===== src/rtl/mei_pkg.sv =====
package mei_pkg;

    typedef enum logic [1:0] {
        ST_INV = 2'b00,
        ST_EXC = 2'b01,
        ST_MOD = 2'b10
    } mei_state_e;

    typedef enum logic [1:0] {
        SN_NONE  = 2'b00,
        SN_INVAL = 2'b01,
        SN_RETRY = 2'b10
    } snoop_act_e;

    // Local access: store makes modified, read miss fills exclusive.
    function automatic mei_state_e local_next(input logic we, input mei_state_e cur, input logic hit);
        if (we)
            return ST_MOD;
        else if (!hit)
            return ST_EXC;
        else
            return cur;
    endfunction

    function automatic snoop_act_e snoop_decide(input logic qual, input logic hit, input mei_state_e cur);
        if (!qual || !hit)
            return SN_NONE;
        else if (cur == ST_MOD)
            return SN_RETRY;
        else if (cur == ST_EXC)
            return SN_INVAL;
        else
            return SN_NONE;
    endfunction

endpackage


===== src/rtl/mei_line_store.sv =====
module mei_line_store
    import mei_pkg::*;
#(
    parameter int LINES = 16,
    parameter int TAGW  = 23,
    localparam int IDXW = $clog2(LINES)
) (
    input  logic             clk,
    input  logic             rst,
    input  logic             inv_a_en,
    input  logic [IDXW-1:0]  inv_a_idx,
    input  logic             inv_b_en,
    input  logic [IDXW-1:0]  inv_b_idx,
    input  logic             fill_en,
    input  logic [IDXW-1:0]  fill_idx,
    input  logic [TAGW-1:0]  fill_tag,
    input  mei_state_e       fill_state,
    input  logic [IDXW-1:0]  rd_a_idx,
    output mei_state_e       rd_a_state,
    output logic [TAGW-1:0]  rd_a_tag,
    input  logic [IDXW-1:0]  rd_b_idx,
    output mei_state_e       rd_b_state,
    output logic [TAGW-1:0]  rd_b_tag
);

    logic [LINES-1:0][TAGW-1:0] tag_flat;
    logic [LINES-1:0][1:0]      st_flat;

    for (genvar g = 0; g < LINES; g++) begin : g_line
        logic [TAGW-1:0] tag_r;
        mei_state_e      st_r;
        logic            kill;
        logic            load;

        assign kill = (inv_a_en && inv_a_idx == IDXW'(g)) ||
                      (inv_b_en && inv_b_idx == IDXW'(g));
        assign load = fill_en && fill_idx == IDXW'(g);

        always_ff @(posedge clk) begin
            if (rst) begin
                st_r  <= ST_INV;
                tag_r <= '0;
            end else if (kill) begin
                st_r <= ST_INV;
            end else if (load) begin
                st_r  <= fill_state;
                tag_r <= fill_tag;
            end
        end

        assign tag_flat[g] = tag_r;
        assign st_flat[g]  = st_r;
    end

    assign rd_a_state = mei_state_e'(st_flat[rd_a_idx]);
    assign rd_a_tag   = tag_flat[rd_a_idx];
    assign rd_b_state = mei_state_e'(st_flat[rd_b_idx]);
    assign rd_b_tag   = tag_flat[rd_b_idx];

endmodule


===== src/rtl/mei_snoop_eval.sv =====
module mei_snoop_eval
    import mei_pkg::*;
#(
    parameter int TAGW = 23
) (
    input  logic            is_master,
    input  logic            ts,
    input  logic            gbl,
    input  logic [TAGW-1:0] snp_tag,
    input  logic [TAGW-1:0] line_tag,
    input  mei_state_e      line_state,
    output logic            qual,
    output logic            hit,
    output snoop_act_e      act
);

    always_comb begin
        qual = ts && gbl && !is_master;
        hit  = (line_state != ST_INV) && (line_tag == snp_tag);
        act  = snoop_decide(qual, hit, line_state);
    end

endmodule


===== src/rtl/mei_snoop_ctrl.sv =====
module mei_snoop_ctrl
    import mei_pkg::*;
#(
    parameter int AW    = 32,
    parameter int LINES = 16,
    parameter int OFFW  = 5,
    localparam int IDXW = $clog2(LINES),
    localparam int TAGW = AW - IDXW - OFFW
) (
    input  logic          clk,
    input  logic          rst,
    input  logic          is_master,
    input  logic          lcl_req,
    input  logic          lcl_we,
    input  logic [AW-1:0] lcl_addr,
    input  logic          lcl_coh,
    input  logic          lcl_dstore,
    output logic          lcl_ack,
    output logic          lcl_hit,
    output logic [1:0]    lcl_state,
    input  logic          bus_ts_in,
    input  logic          bus_gbl_in,
    input  logic [AW-1:0] bus_addr_in,
    output logic          bus_ts_out,
    output logic          bus_gbl_out,
    output logic          bus_gbl_oe,
    output logic [AW-1:0] bus_addr_out,
    output logic          retry_out,
    output logic          bus_err,
    output logic          wb_req,
    output logic [AW-1:0] wb_addr,
    input  logic          wb_done
);

    logic [IDXW-1:0] snp_idx, lcl_idx, wb_idx;
    logic [TAGW-1:0] snp_tag, lcl_tag;
    assign snp_idx = bus_addr_in[OFFW +: IDXW];
    assign snp_tag = bus_addr_in[AW-1 -: TAGW];
    assign lcl_idx = lcl_addr[OFFW +: IDXW];
    assign lcl_tag = lcl_addr[AW-1 -: TAGW];

    mei_state_e      snp_line_st, lcl_line_st;
    logic [TAGW-1:0] snp_line_tag, lcl_line_tag;

    logic       snp_qual, snp_hit;
    snoop_act_e snp_act;

    logic       wb_pend_q;
    logic [AW-1:0] wb_addr_q;
    assign wb_idx = wb_addr_q[OFFW +: IDXW];

    // Local path gating: snoop wins, pending write-back stalls.
    logic lcl_err, lcl_go, lcl_hit_c, wb_finish, wb_open;
    mei_state_e lcl_new_st;

    always_comb begin
        lcl_err    = lcl_req && lcl_dstore && !snp_qual;
        lcl_go     = lcl_req && !lcl_dstore && !snp_qual && !wb_pend_q;
        lcl_hit_c  = (lcl_line_st != ST_INV) && (lcl_line_tag == lcl_tag);
        lcl_new_st = local_next(lcl_we, lcl_line_st, lcl_hit_c);
        wb_finish  = wb_done && wb_pend_q;
        wb_open    = (snp_act == SN_RETRY) && !wb_pend_q;
    end

    mei_line_store #(.LINES(LINES), .TAGW(TAGW)) u_store (
        .clk        (clk),
        .rst        (rst),
        .inv_a_en   (snp_act == SN_INVAL),
        .inv_a_idx  (snp_idx),
        .inv_b_en   (wb_finish),
        .inv_b_idx  (wb_idx),
        .fill_en    (lcl_go),
        .fill_idx   (lcl_idx),
        .fill_tag   (lcl_tag),
        .fill_state (lcl_new_st),
        .rd_a_idx   (snp_idx),
        .rd_a_state (snp_line_st),
        .rd_a_tag   (snp_line_tag),
        .rd_b_idx   (lcl_idx),
        .rd_b_state (lcl_line_st),
        .rd_b_tag   (lcl_line_tag)
    );

    mei_snoop_eval #(.TAGW(TAGW)) u_eval (
        .is_master  (is_master),
        .ts         (bus_ts_in),
        .gbl        (bus_gbl_in),
        .snp_tag    (snp_tag),
        .line_tag   (snp_line_tag),
        .line_state (snp_line_st),
        .qual       (snp_qual),
        .hit        (snp_hit),
        .act        (snp_act)
    );

    // Snoop response and write-back tracking.
    always_ff @(posedge clk) begin
        if (rst) begin
            retry_out <= 1'b0;
            wb_pend_q <= 1'b0;
            wb_addr_q <= '0;
        end else begin
            retry_out <= (snp_act == SN_RETRY);
            if (wb_open) begin
                wb_pend_q <= 1'b1;
                wb_addr_q <= {snp_tag, snp_idx, {OFFW{1'b0}}};
            end else if (wb_finish) begin
                wb_pend_q <= 1'b0;
            end
        end
    end

    // Local result and bus start.
    always_ff @(posedge clk) begin
        if (rst) begin
            lcl_ack      <= 1'b0;
            lcl_hit      <= 1'b0;
            lcl_state    <= ST_INV;
            bus_err      <= 1'b0;
            bus_ts_out   <= 1'b0;
            bus_gbl_out  <= 1'b0;
            bus_gbl_oe   <= 1'b0;
            bus_addr_out <= '0;
        end else begin
            lcl_ack     <= lcl_go;
            lcl_hit     <= lcl_go && lcl_hit_c;
            lcl_state   <= lcl_go ? (lcl_hit_c ? lcl_line_st : ST_INV) : ST_INV;
            bus_err     <= lcl_err;
            bus_gbl_oe  <= is_master;
            bus_ts_out  <= lcl_go && is_master;
            bus_gbl_out <= lcl_go && is_master && lcl_coh;
            if (lcl_go && is_master)
                bus_addr_out <= lcl_addr;
        end
    end

    assign wb_req  = wb_pend_q;
    assign wb_addr = wb_addr_q;

    logic unused_ok;
    assign unused_ok = snp_hit;

endmodule


===== config.mk =====
export PLATFORM = sky130hd
export DESIGN_NAME = mei_snoop_ctrl
export DESIGN_NICKNAME = d
export VERILOG_FILES = /design/src/rtl/mei_pkg.sv /design/src/rtl/mei_line_store.sv /design/src/rtl/mei_snoop_eval.sv /design/src/rtl/mei_snoop_ctrl.sv
export SDC_FILE = /design/constraint.sdc
export NUM_CORES = 1
export LEC_CHECK = 0
export BUFFER_PORTS_ARGS = -buffer_cell sky130_fd_sc_hd__buf_4
export CAP_MARGIN = 20
export CORE_MARGIN = 2
export CORE_UTILIZATION = 50
export DETAILED_ROUTE_END_ITERATION = 8
export PLACE_DENSITY = 0.67
export SETUP_SLACK_MARGIN = 0.2
export SKIP_CTS_REPAIR_TIMING = 1
export SLEW_MARGIN = 10
export SYNTH_ARGS = -nofsm -noshare
export SYNTH_HDL_FRONTEND = slang
export SYNTH_SLANG_ARGS = --single-unit

===== constraint.sdc =====
create_clock -name clk -period 4.5 [get_ports clk]
set_input_delay 0.225 -clock clk [delete_from_list [all_inputs] [get_ports clk]]
set_output_delay 0.225 -clock clk [all_outputs]
set_load 0.005 [all_outputs]

[Word-level counts from Yosys, hierarchy flattened]
Index checks and enable logic that the tools add are counted.
Widths: inputs -> output; s select.
Word-level totals
  flip-flop bits (word level): 469
  latch bits: 0
  bits in writable memories: 0
  ROM bits: 0
  input port bits: 74
  output and inout port bits: 74
  logic and storage cells: 252
  memories kept: 0
Operators by class
  add/sub/neg operators: 0
  $mul: 0
  div/mod/pow operators: 0
  order comparisons: 2
  eq/ne operators: 51
  shifts and indexed selects: 0
  muxes and demuxes: 15
  bitwise logic cells: 18
  reduce and logical (&&, ||, !) cells: 123
Operators by type and width (count)
  $bmux 23 s4: 2
  $eq 4x4->1 const B: 24
  $logic_and 1x1->1: 62
  $eq 4x3->1 const B: 12
  $eq 23x23->1: 2
  $mux 23: 2
  $reduce_and 2->1: 16
  $reduce_or 2->1: 16
  $eq 4x2->1 const B: 6
  $not 1->1: 18
  $logic_or 1x1->1: 17
  $bmux 2 s4: 2
  $eq 4x1->1 const B: 3
  $logic_not 4->1: 3
  $mux 2: 6
  $lt 4x5->1 const B: 2
  $reduce_bool 2->1: 3
  $logic_not 1->1: 5
  $eq 2x1->1 const B: 2
  $eq 2x2->1 const B: 2
  $mux 1: 3
  $reduce_or 3->1: 1

[Logic depth before layout (Yosys ltp)]
Gate-level depths: netlist of run 1.
  depth after elaboration: 12
  gate-level depth with buffers: 15

[Hierarchy]
From an unflattened synthesis of run 1, not the netlist that was laid out.
Unflattened totals
  cell total of the unflattened synthesis: 2373
  area, all modules: 24554.8 um^2
By module, submodules not included
  mei_line_store: instances 1, cells each 2002, area an instance 21503.1 um^2
  mei_snoop_ctrl: instances 1, cells each 331, area an instance 2756.4 um^2
  mei_snoop_eval: instances 1, cells each 40, area an instance 295.3 um^2

[Worst setup path after synthesis of run 1]
No wires, ideal clock.
  path kind: in2reg
  start: input port bus_addr_in[8]
  end: register u_store.g_line[5].st_r[0]
  arrival time: 2.949 ns
  setup slack: 1.410 ns
  stages: 13
  path buffers: 5
  cells stage by stage: buf_2 buf_2 buf_2 buf_2 mux4_2 a22oi_1 nand2_1 xor2_1 nor4_1 nand4_2 buf_6 nor3_1 a211oi_1
Between the ends
  cells in the longest elaborated chain, start to end: 11
  elaborated cells on any way between the ends: 19
  those cells by class: eq/ne (5); mux (7); reduce/logical (7)
Ends and longest elaborated chain
  start: declaration: line mei_snoop_ctrl.sv:23  | input logic [AW-1:0] bus_addr_in,
  $bmux 23 s4 / $bmux 2 s4 (equally long branches): line mei_line_store.sv:56, mei_line_store.sv:55
  $mux 23 (not written as such) / $mux 2 (equally long branches): line mei_line_store.sv:56, mei_line_store.sv:55
  $eq 23x23->1 / $reduce_bool 2->1 (equally long branches): line mei_snoop_eval.sv:19  | hit = (line_state != ST_INV) && (line_tag == snp_tag);
  $logic_and 1x1->1: line mei_snoop_eval.sv:19
  $logic_not 1->1: line mei_pkg.sv:26  | if (!qual || !hit)
  $logic_or 1x1->1: line mei_pkg.sv:26
  $mux 2: line mei_pkg.sv:26
  $eq 2x1->1: line mei_snoop_ctrl.sv:68  | .inv_a_en (snp_act == SN_INVAL),
  $logic_and 1x1->1 *: line mei_line_store.sv:35  | assign kill = (inv_a_en && inv_a_idx == IDXW'(g)) ||
  $logic_or 1x1->1 *: line mei_line_store.sv:35
  $reduce_or 2->1 (no line) *
  end signal: assignment: line mei_line_store.sv:46  | st_r <= fill_state;
  end: declaration: line mei_line_store.sv:31  | mei_state_e st_r;
Every way passes the cells marked *; elsewhere a longest branch is shown, timed or not. The select of a mux whose other input is x is not followed.
A chain may end at the register's enable or synchronous reset.

[Worst setup path in the final report of run 1]
  start: register u_store.g_line[15].tag_r[11]
  end: register u_store.g_line[2].st_r[0]
Between the ends
  cells in the longest elaborated chain, start to end: 11
  elaborated cells on any way between the ends: 17
  those cells by class: eq/ne (3); mux (7); reduce/logical (7)
Ends and longest elaborated chain
  start: declaration: line mei_line_store.sv:30  | logic [TAGW-1:0] tag_r;
  start signal: assignment: line mei_line_store.sv:47  | tag_r <= fill_tag;
  $bmux 23 s4: line mei_line_store.sv:56  | assign rd_a_tag = tag_flat[rd_a_idx];
  $mux 23 (not written as such): line mei_line_store.sv:56
  $eq 23x23->1: line mei_snoop_eval.sv:19
  $logic_and 1x1->1: line mei_snoop_eval.sv:19
  $logic_not 1->1: line mei_pkg.sv:26
  $logic_or 1x1->1: line mei_pkg.sv:26
  $mux 2: line mei_pkg.sv:26
  $eq 2x1->1: line mei_snoop_ctrl.sv:68
  $logic_and 1x1->1: line mei_line_store.sv:35
  $logic_or 1x1->1: line mei_line_store.sv:35
  $reduce_or 2->1 (no line)
  end signal: assignment: line mei_line_store.sv:46
  end: declaration: line mei_line_store.sv:31
Several ways; a longest one is shown, not always the timed one. The select of a mux whose other input is x is not followed.

==> flow_summary.ini, run 1 <==
[status]
status = finished with violations
failed_checks = hold timing

[synthesis]
syn_area_um2 = 25600
avgSynthCellArea_um2 = 8.66
synth-seq-cells = 469
synthTopCellsByArea = dfxtp_1 (37%), nand2_1 (13%), mux4_2 (12%)
ys_seq_area_frac = 0.367
synthArstFlopShare = 0
yosys.area.top_type = dfxtp_1
synth_top_flop_cell = dfxtp_1
ys_types = 81
synth-edff-count = 0
postSynthCellCount = 2953
yosysTopAreaCellShare = 0.367
yosysWarnings = 0

[pwr]
netSwitchingFraction = 0.260
intPower_mw = 7.20
power_leakage_nw = 10.5
power_frac_comb = 0.101
vdd_drop_max_mv = 0.278
p_per_area_nw_per_um2 = 331
clockPowerShare = 0.467
power.total_mw = 9.74
p_switching_mw = 2.54
power_frac_seq = 0.433

[setup_path]
cpMaxStageDelayCell = nor4_1
crit_top_cell = nor4_1
required_ns = 4.96
path_cells = mux4_2 -> a22o_1 -> a221oi_1 -> xnor2_1 -> nor4_1 -> nand4_2 -> nor4_1 -> a211oi_1
path_max_fanout = 17
cpPeakStageDelay_ns = 0.58
rr_worst_depth = 8
critPathKind = reg2reg
worst-path-stages = 8
cp.arrival_ns = 4.10
crit_family = simple AND/OR/NAND/NOR gates
crit_buf_inv = 0
endpoint_kind = flip-flop
start_kind = flip-flop

[timing]
rsz0062_at_grt = false
min_period_over_period = 0.808
hold_violations = 2
setup_ws_ns = 0.865
setup_viol = 0
slew_headroom = 0.299
setup_tns_ns = 0
period_minus_slack_ns = 3.63
clock_skew_ns = 0.0294
maxSlewViolCount = 0
whs_ns = -0.00206
fmax_ghz = 0.275
worstMarginPinSlew_ns = 1.05

[detailed_routing]
vias = 24572
firstDrtPassIters = 6
drt_iter0_markers = 3366
wl_per_cell_um = 26.8
wl_mm = 101
drtAntennaViolNets = 0
drc = 0
via_per_inst = 6.55

[cells_and_area]
drive_gt1_frac = 0.174
layoutNonFillerInstCount = 3754
areaGrowthSynthToFinish_pct = 14.9
layout.nets = 3113
layout_commonest_cell = nand2_1
mostFrequentLayoutCells = nand2_1 (886), dfxtp_1 (469), a21oi_1 (421)
postLayoutCellArea_um2 = 29400

[worst_hold_path]
worst_hold_path.num_cells = 3
hold_path_class = in2reg

[global_routing]
grt.overflow.total = 0
grtUsageTotal = 0.368
grt_pass1_vias = 23395
antenna_found_initial = 1
grt_max_degree = 160
grt_pass1_wl_mm = 148

[place]
place_hpwl_mm = 65.8
placed_cell_area_um2 = 27100
place_inst = 3613
place_ws_ns = 0.523
routabilityCongestion = 1.00
numPortBuffers = 137

[clock_tree]
clkTransAtPathRegs_ns = 0.06
h-tree-depth = 2
cts_buffers = 51
root_buffer = clkbuf_16
clock_sinks = 469
clk_latency_ns = 0.64
cts_buffer_depth = 3
cts_tree = built

[floorplan]
start_util = 0.508
die_w_um = 230
die-area_um2 = 53000
die_y_um = 230
core-area_um2 = 50400
ios = 148
placementRows = 82

[flow_run]
maxCapViolCount = 0
[worst min-delay path: stages]
cell and delay (ns):
buf_4 0.21, nand2_1 0.09, a21oi_1 0.05
[cell type report]
cell class / count / area, um2
Multi-Input combinational cell: 2184 / 14800
Timing Repair Buffer: 303 / 2490
Tap cell: 672 / 841
Sequential cell: 469 / 9390
Fill cell: 4313 / 21000
Clock inverter: 21 / 299
Antenna cell: 1 / 2.50
Inverter: 30 / 113
Clock buffer: 74 / 1500
[cells in the mapped netlist (all sizes together) (4+ instances only)]
library cell	n
nor2	41
mux4	163
o22ai	13
nand4	20
a21o	4
mux2i	167
a21oi	421
o21ai	7
a221oi	7
nor2b	24
a21boi	17
o211ai	21
a22o	10
nor3	31
nor3b	7
xor2	27
and2	14
o2bb2ai	4
dfxtp	469
nor4	14
a31oi	11
a2111oi	4
a211oi	37
inv	29
a22oi	33
clkbuf	190
o2111ai	7
and3	24
o221ai	5
nand2b	62
and4	6
nand3	19
buf	82
mux2	14
xnor2	18
nand2	887
[logic make-up after synthesis]
family / count (synthesis) / synth area share
other cells: 1 / 0.000147
buf+inv: 304 / 0.0588
xor+xnor: 45 / 0.0154
mux: 344 / 0.218
simple gates: 1164 / 0.195
compound gates: 626 / 0.145
flops: 469 / 0.367
[per-stage QoR]
stage	hold slack [ns]	utilization
6_report	-0.00206	0.584
5_1_grt	0.00119	0.584
4_1_cts	-0.174	0.575
3_5_place_dp	0.451	0.539
3_3_place_gp	0.445	0.539
2_1_floorplan	0.343	-
[worst paths after layout]
check                                                 start                                         to  slack (ns)
setup / recovery  u_store.g_line[15].tag_r[11]$_SDFFE_PP0P_     u_store.g_line[2].st_r[0]$_SDFFE_PP0P_        0.87
hold / removal                                 lcl_addr[31]  u_store.g_line[13].tag_r[22]$_SDFFE_PP0P_      -0.002
setup reg to reg  u_store.g_line[15].tag_r[11]$_SDFFE_PP0P_     u_store.g_line[2].st_r[0]$_SDFFE_PP0P_        0.87
hold reg to reg               bus_addr_out[12]$_SDFFE_PP0P_              bus_addr_out[12]$_SDFFE_PP0P_        0.46
[layer usage]
metal  track usage  up-vias  share of wire
met1         0.464    11696           0.37
met2         0.558     1887           0.44
li1              -    10560              -
met3         0.115      429           0.14
met5             0        -              0
met4         0.210        0          0.061
[flip-flops by register name, indices dropped and copies added (netlist names), 2 cells and up]
name,cells
u_store.g_line.st_r,32
wb_addr,27
lcl_state,2
u_store.g_line.tag_r,368
bus_addr_out,32
[power by group through the flow]
stage | sequential [mW] | combinational, mW | clock [mW]
2_1_floorplan | 4.30 | 0.583 | 0
3_3_place_gp | 4.30 | 0.896 | 0
3_5_place_dp | 4.30 | 0.907 | 0
4_1_cts | 4.21 | 0.910 | 4.56
5_1_grt | 4.21 | 1.01 | 4.74
6_report | 4.21 | 0.980 | 4.55
No activity file was read; power rests on OpenSTA's default activity.
==> run 2, diff against run 1 <==
PLACE_DENSITY = 0.7   (was 0.67)
clock period = 3 ns   (was 4.5 ns; I/O delays follow)
==> run 2 against run 1 <==
Net effect: the flow finishes with violations (setup timing); sequential power rose by 50%; sequential share of layout area fell by 2.2 points; worst setup slack worse by 1.0 ns; register-to-register slack lost 1.0 ns; wire length is 5.6% higher; final cell count increased by 4.8%.
==> flow_summary.ini, run 2 (synthesized netlist as in run 1, its figures left out) <==
[detailed_routing]
firstDrtPassIters = 7
wl_mm = 106
vias = 25433
wl_per_cell_um = 27.0
via_per_inst = 6.47
drt_iter0_markers = 3753
drtAntennaViolNets = 0
drc = 0

[clock_tree]
cts_buffers = 51
clkTransAtPathRegs_ns = 0.07
cts_buffer_depth = 3
h-tree-depth = 2
cts_tree = built
root_buffer = clkbuf_16
clk_latency_ns = 0.62
clock_sinks = 469

[floorplan]
die-area_um2 = 53000
start_util = 0.508
die_w_um = 230
die_y_um = 230
placementRows = 82
ios = 148
core-area_um2 = 50400

[setup_path]
start_kind = flip-flop
cp.arrival_ns = 3.66
crit-reg2reg-launch = u_store.g_line[10].tag_r[14]$_SDFFE_PP0P_
endpoint_kind = flip-flop
critPathKind = reg2reg
crit_start = u_store.g_line[10].tag_r[14]$_SDFFE_PP0P_
path_max_fanout = 7
required_ns = 3.50

[status]
failed_checks = setup timing
status = finished with violations

[timing]
maxSlewViolCount = 0
worstMarginPinSlew_ns = 1.05
clock_skew_ns = 0.0379
slew_headroom = 0.303
setup_ws_ns = -0.163
rsz0062_at_grt = true
fmax_ghz = 0.316
setup_viol = 28
period_minus_slack_ns = 3.16
hold_violations = 0
min_period_over_period = 1.05
setup_tns_ns = -2.94

[cells_and_area]
mostFrequentLayoutCells = nand2_1 (887), dfxtp_1 (461), a21oi_1 (421)
top_register = u_store.g_line.tag_r
postLayoutCellArea_um2 = 31600
nFillCells = 4124
drive_gt1_frac = 0.238
reg_top3 = u_store.g_line.tag_r (368), bus_addr_out (32), u_store.g_line.st_r (32)
layout_commonest_cell = nand2_1
layout.nets = 3296
largest_register_ff_count = 368
areaGrowthSynthToFinish_pct = 23.4

[place]
place_hpwl_mm = 71.1
numPortBuffers = 137
routabilityCongestion = 0.993
placed_cell_area_um2 = 28700

[global_routing]
antenna_found_initial = 0
grt.overflow.total = 0
grt_pass1_vias = 23790
grtUsageTotal = 0.385
grt_pass1_wl_mm = 154
grt_max_degree = 179

[pwr]
p_per_area_nw_per_um2 = 465
vdd_drop_max_mv = 0.421
power_leakage_nw = 11.6

[worst_hold_path]
hold_path_class = in2reg
hp-start = rst

[flow_run]
maxCapViolCount = 0
## run 2: cell types whose count changed in the layout (fill, tap and decap cells not counted), moves of 9 or more
cell / before / now
buf_4: 247 / 384
buf_12: 7 / 37
a211oi_1: 35 / 13
a211oi_2: 2 / 24
nor3_1: 27 / 17
dlygate4sd3_1: 45 / 54
nor4_1: 12 / 3
## run 2: stage by stage
stage          std cells  setup slack [ns]  power [mW]  hold WS [ns]   util
6_report            3933            -0.163        14.7        0.0101  0.627
5_1_grt             3932            -0.216        15.0        0.0313  0.627
4_1_cts             3866            -0.146        14.6        -0.238  0.606
3_5_place_dp        3775            -0.409        8.00         0.398  0.571
3_3_place_gp        3775            -0.378        7.98         0.381  0.571
2_1_floorplan       2957             0.171        7.33         0.268      -
## run 2: path summary, 6_finish.rpt
check	cells past startpoint	endpoint	slack, ns
max	10	wb_addr[28]$_SDFFE_PP0P_	-0.16
max reg2reg	10	wb_addr[28]$_SDFFE_PP0P_	-0.16
min	2	u_store.g_line[3].tag_r[18]$_SDFFE_PP0P_	0.01
min reg2reg	2	bus_addr_out[16]$_SDFFE_PP0P_	0.45
## run 2: final cells by class
class                           count  area, um2  share of cell area
Inverter                           30        113             0.00357
Clock inverter                     18        224             0.00710
Timing Repair Buffer              486       4350               0.138
Tap cell                          672        841              0.0266
Antenna cell                        1       2.50           0.0000793
Sequential cell                   469       9400               0.298
Multi-Input combinational cell   2184      15100               0.478
Clock buffer                       73       1550              0.0491
## run 2: per-layer routing
| layer | wire length [um] | GRT usage | vias to the layer above |
|---|---|---|---|
| met4 | 6280 | 0.210 | 0 |
| li1 | - | - | 10910 |
| met5 | 0 | 0 | - |
| met2 | 46200 | 0.571 | 1850 |
| met3 | 13100 | 0.0944 | 399 |
| met1 | 40600 | 0.518 | 12274 |
## run 2: report_power, final
part	switching, mW	internal [mW]
combinational	1.02	0.661
clock	2.75	3.93
sequential	0.0398	6.28
## run 2: critical path, cell delays in order, from the launching register on
cell and delay (ns):
dfxtp_1 0.32, mux4_2 0.48, mux2i_1 0.18, xnor2_1 0.09, or4_4 0.52, a2111oi_4 0.40, o2111ai_2 0.21, nor4_4 0.26
buf_6 0.19, buf_12 0.14, mux2i_1 0.23
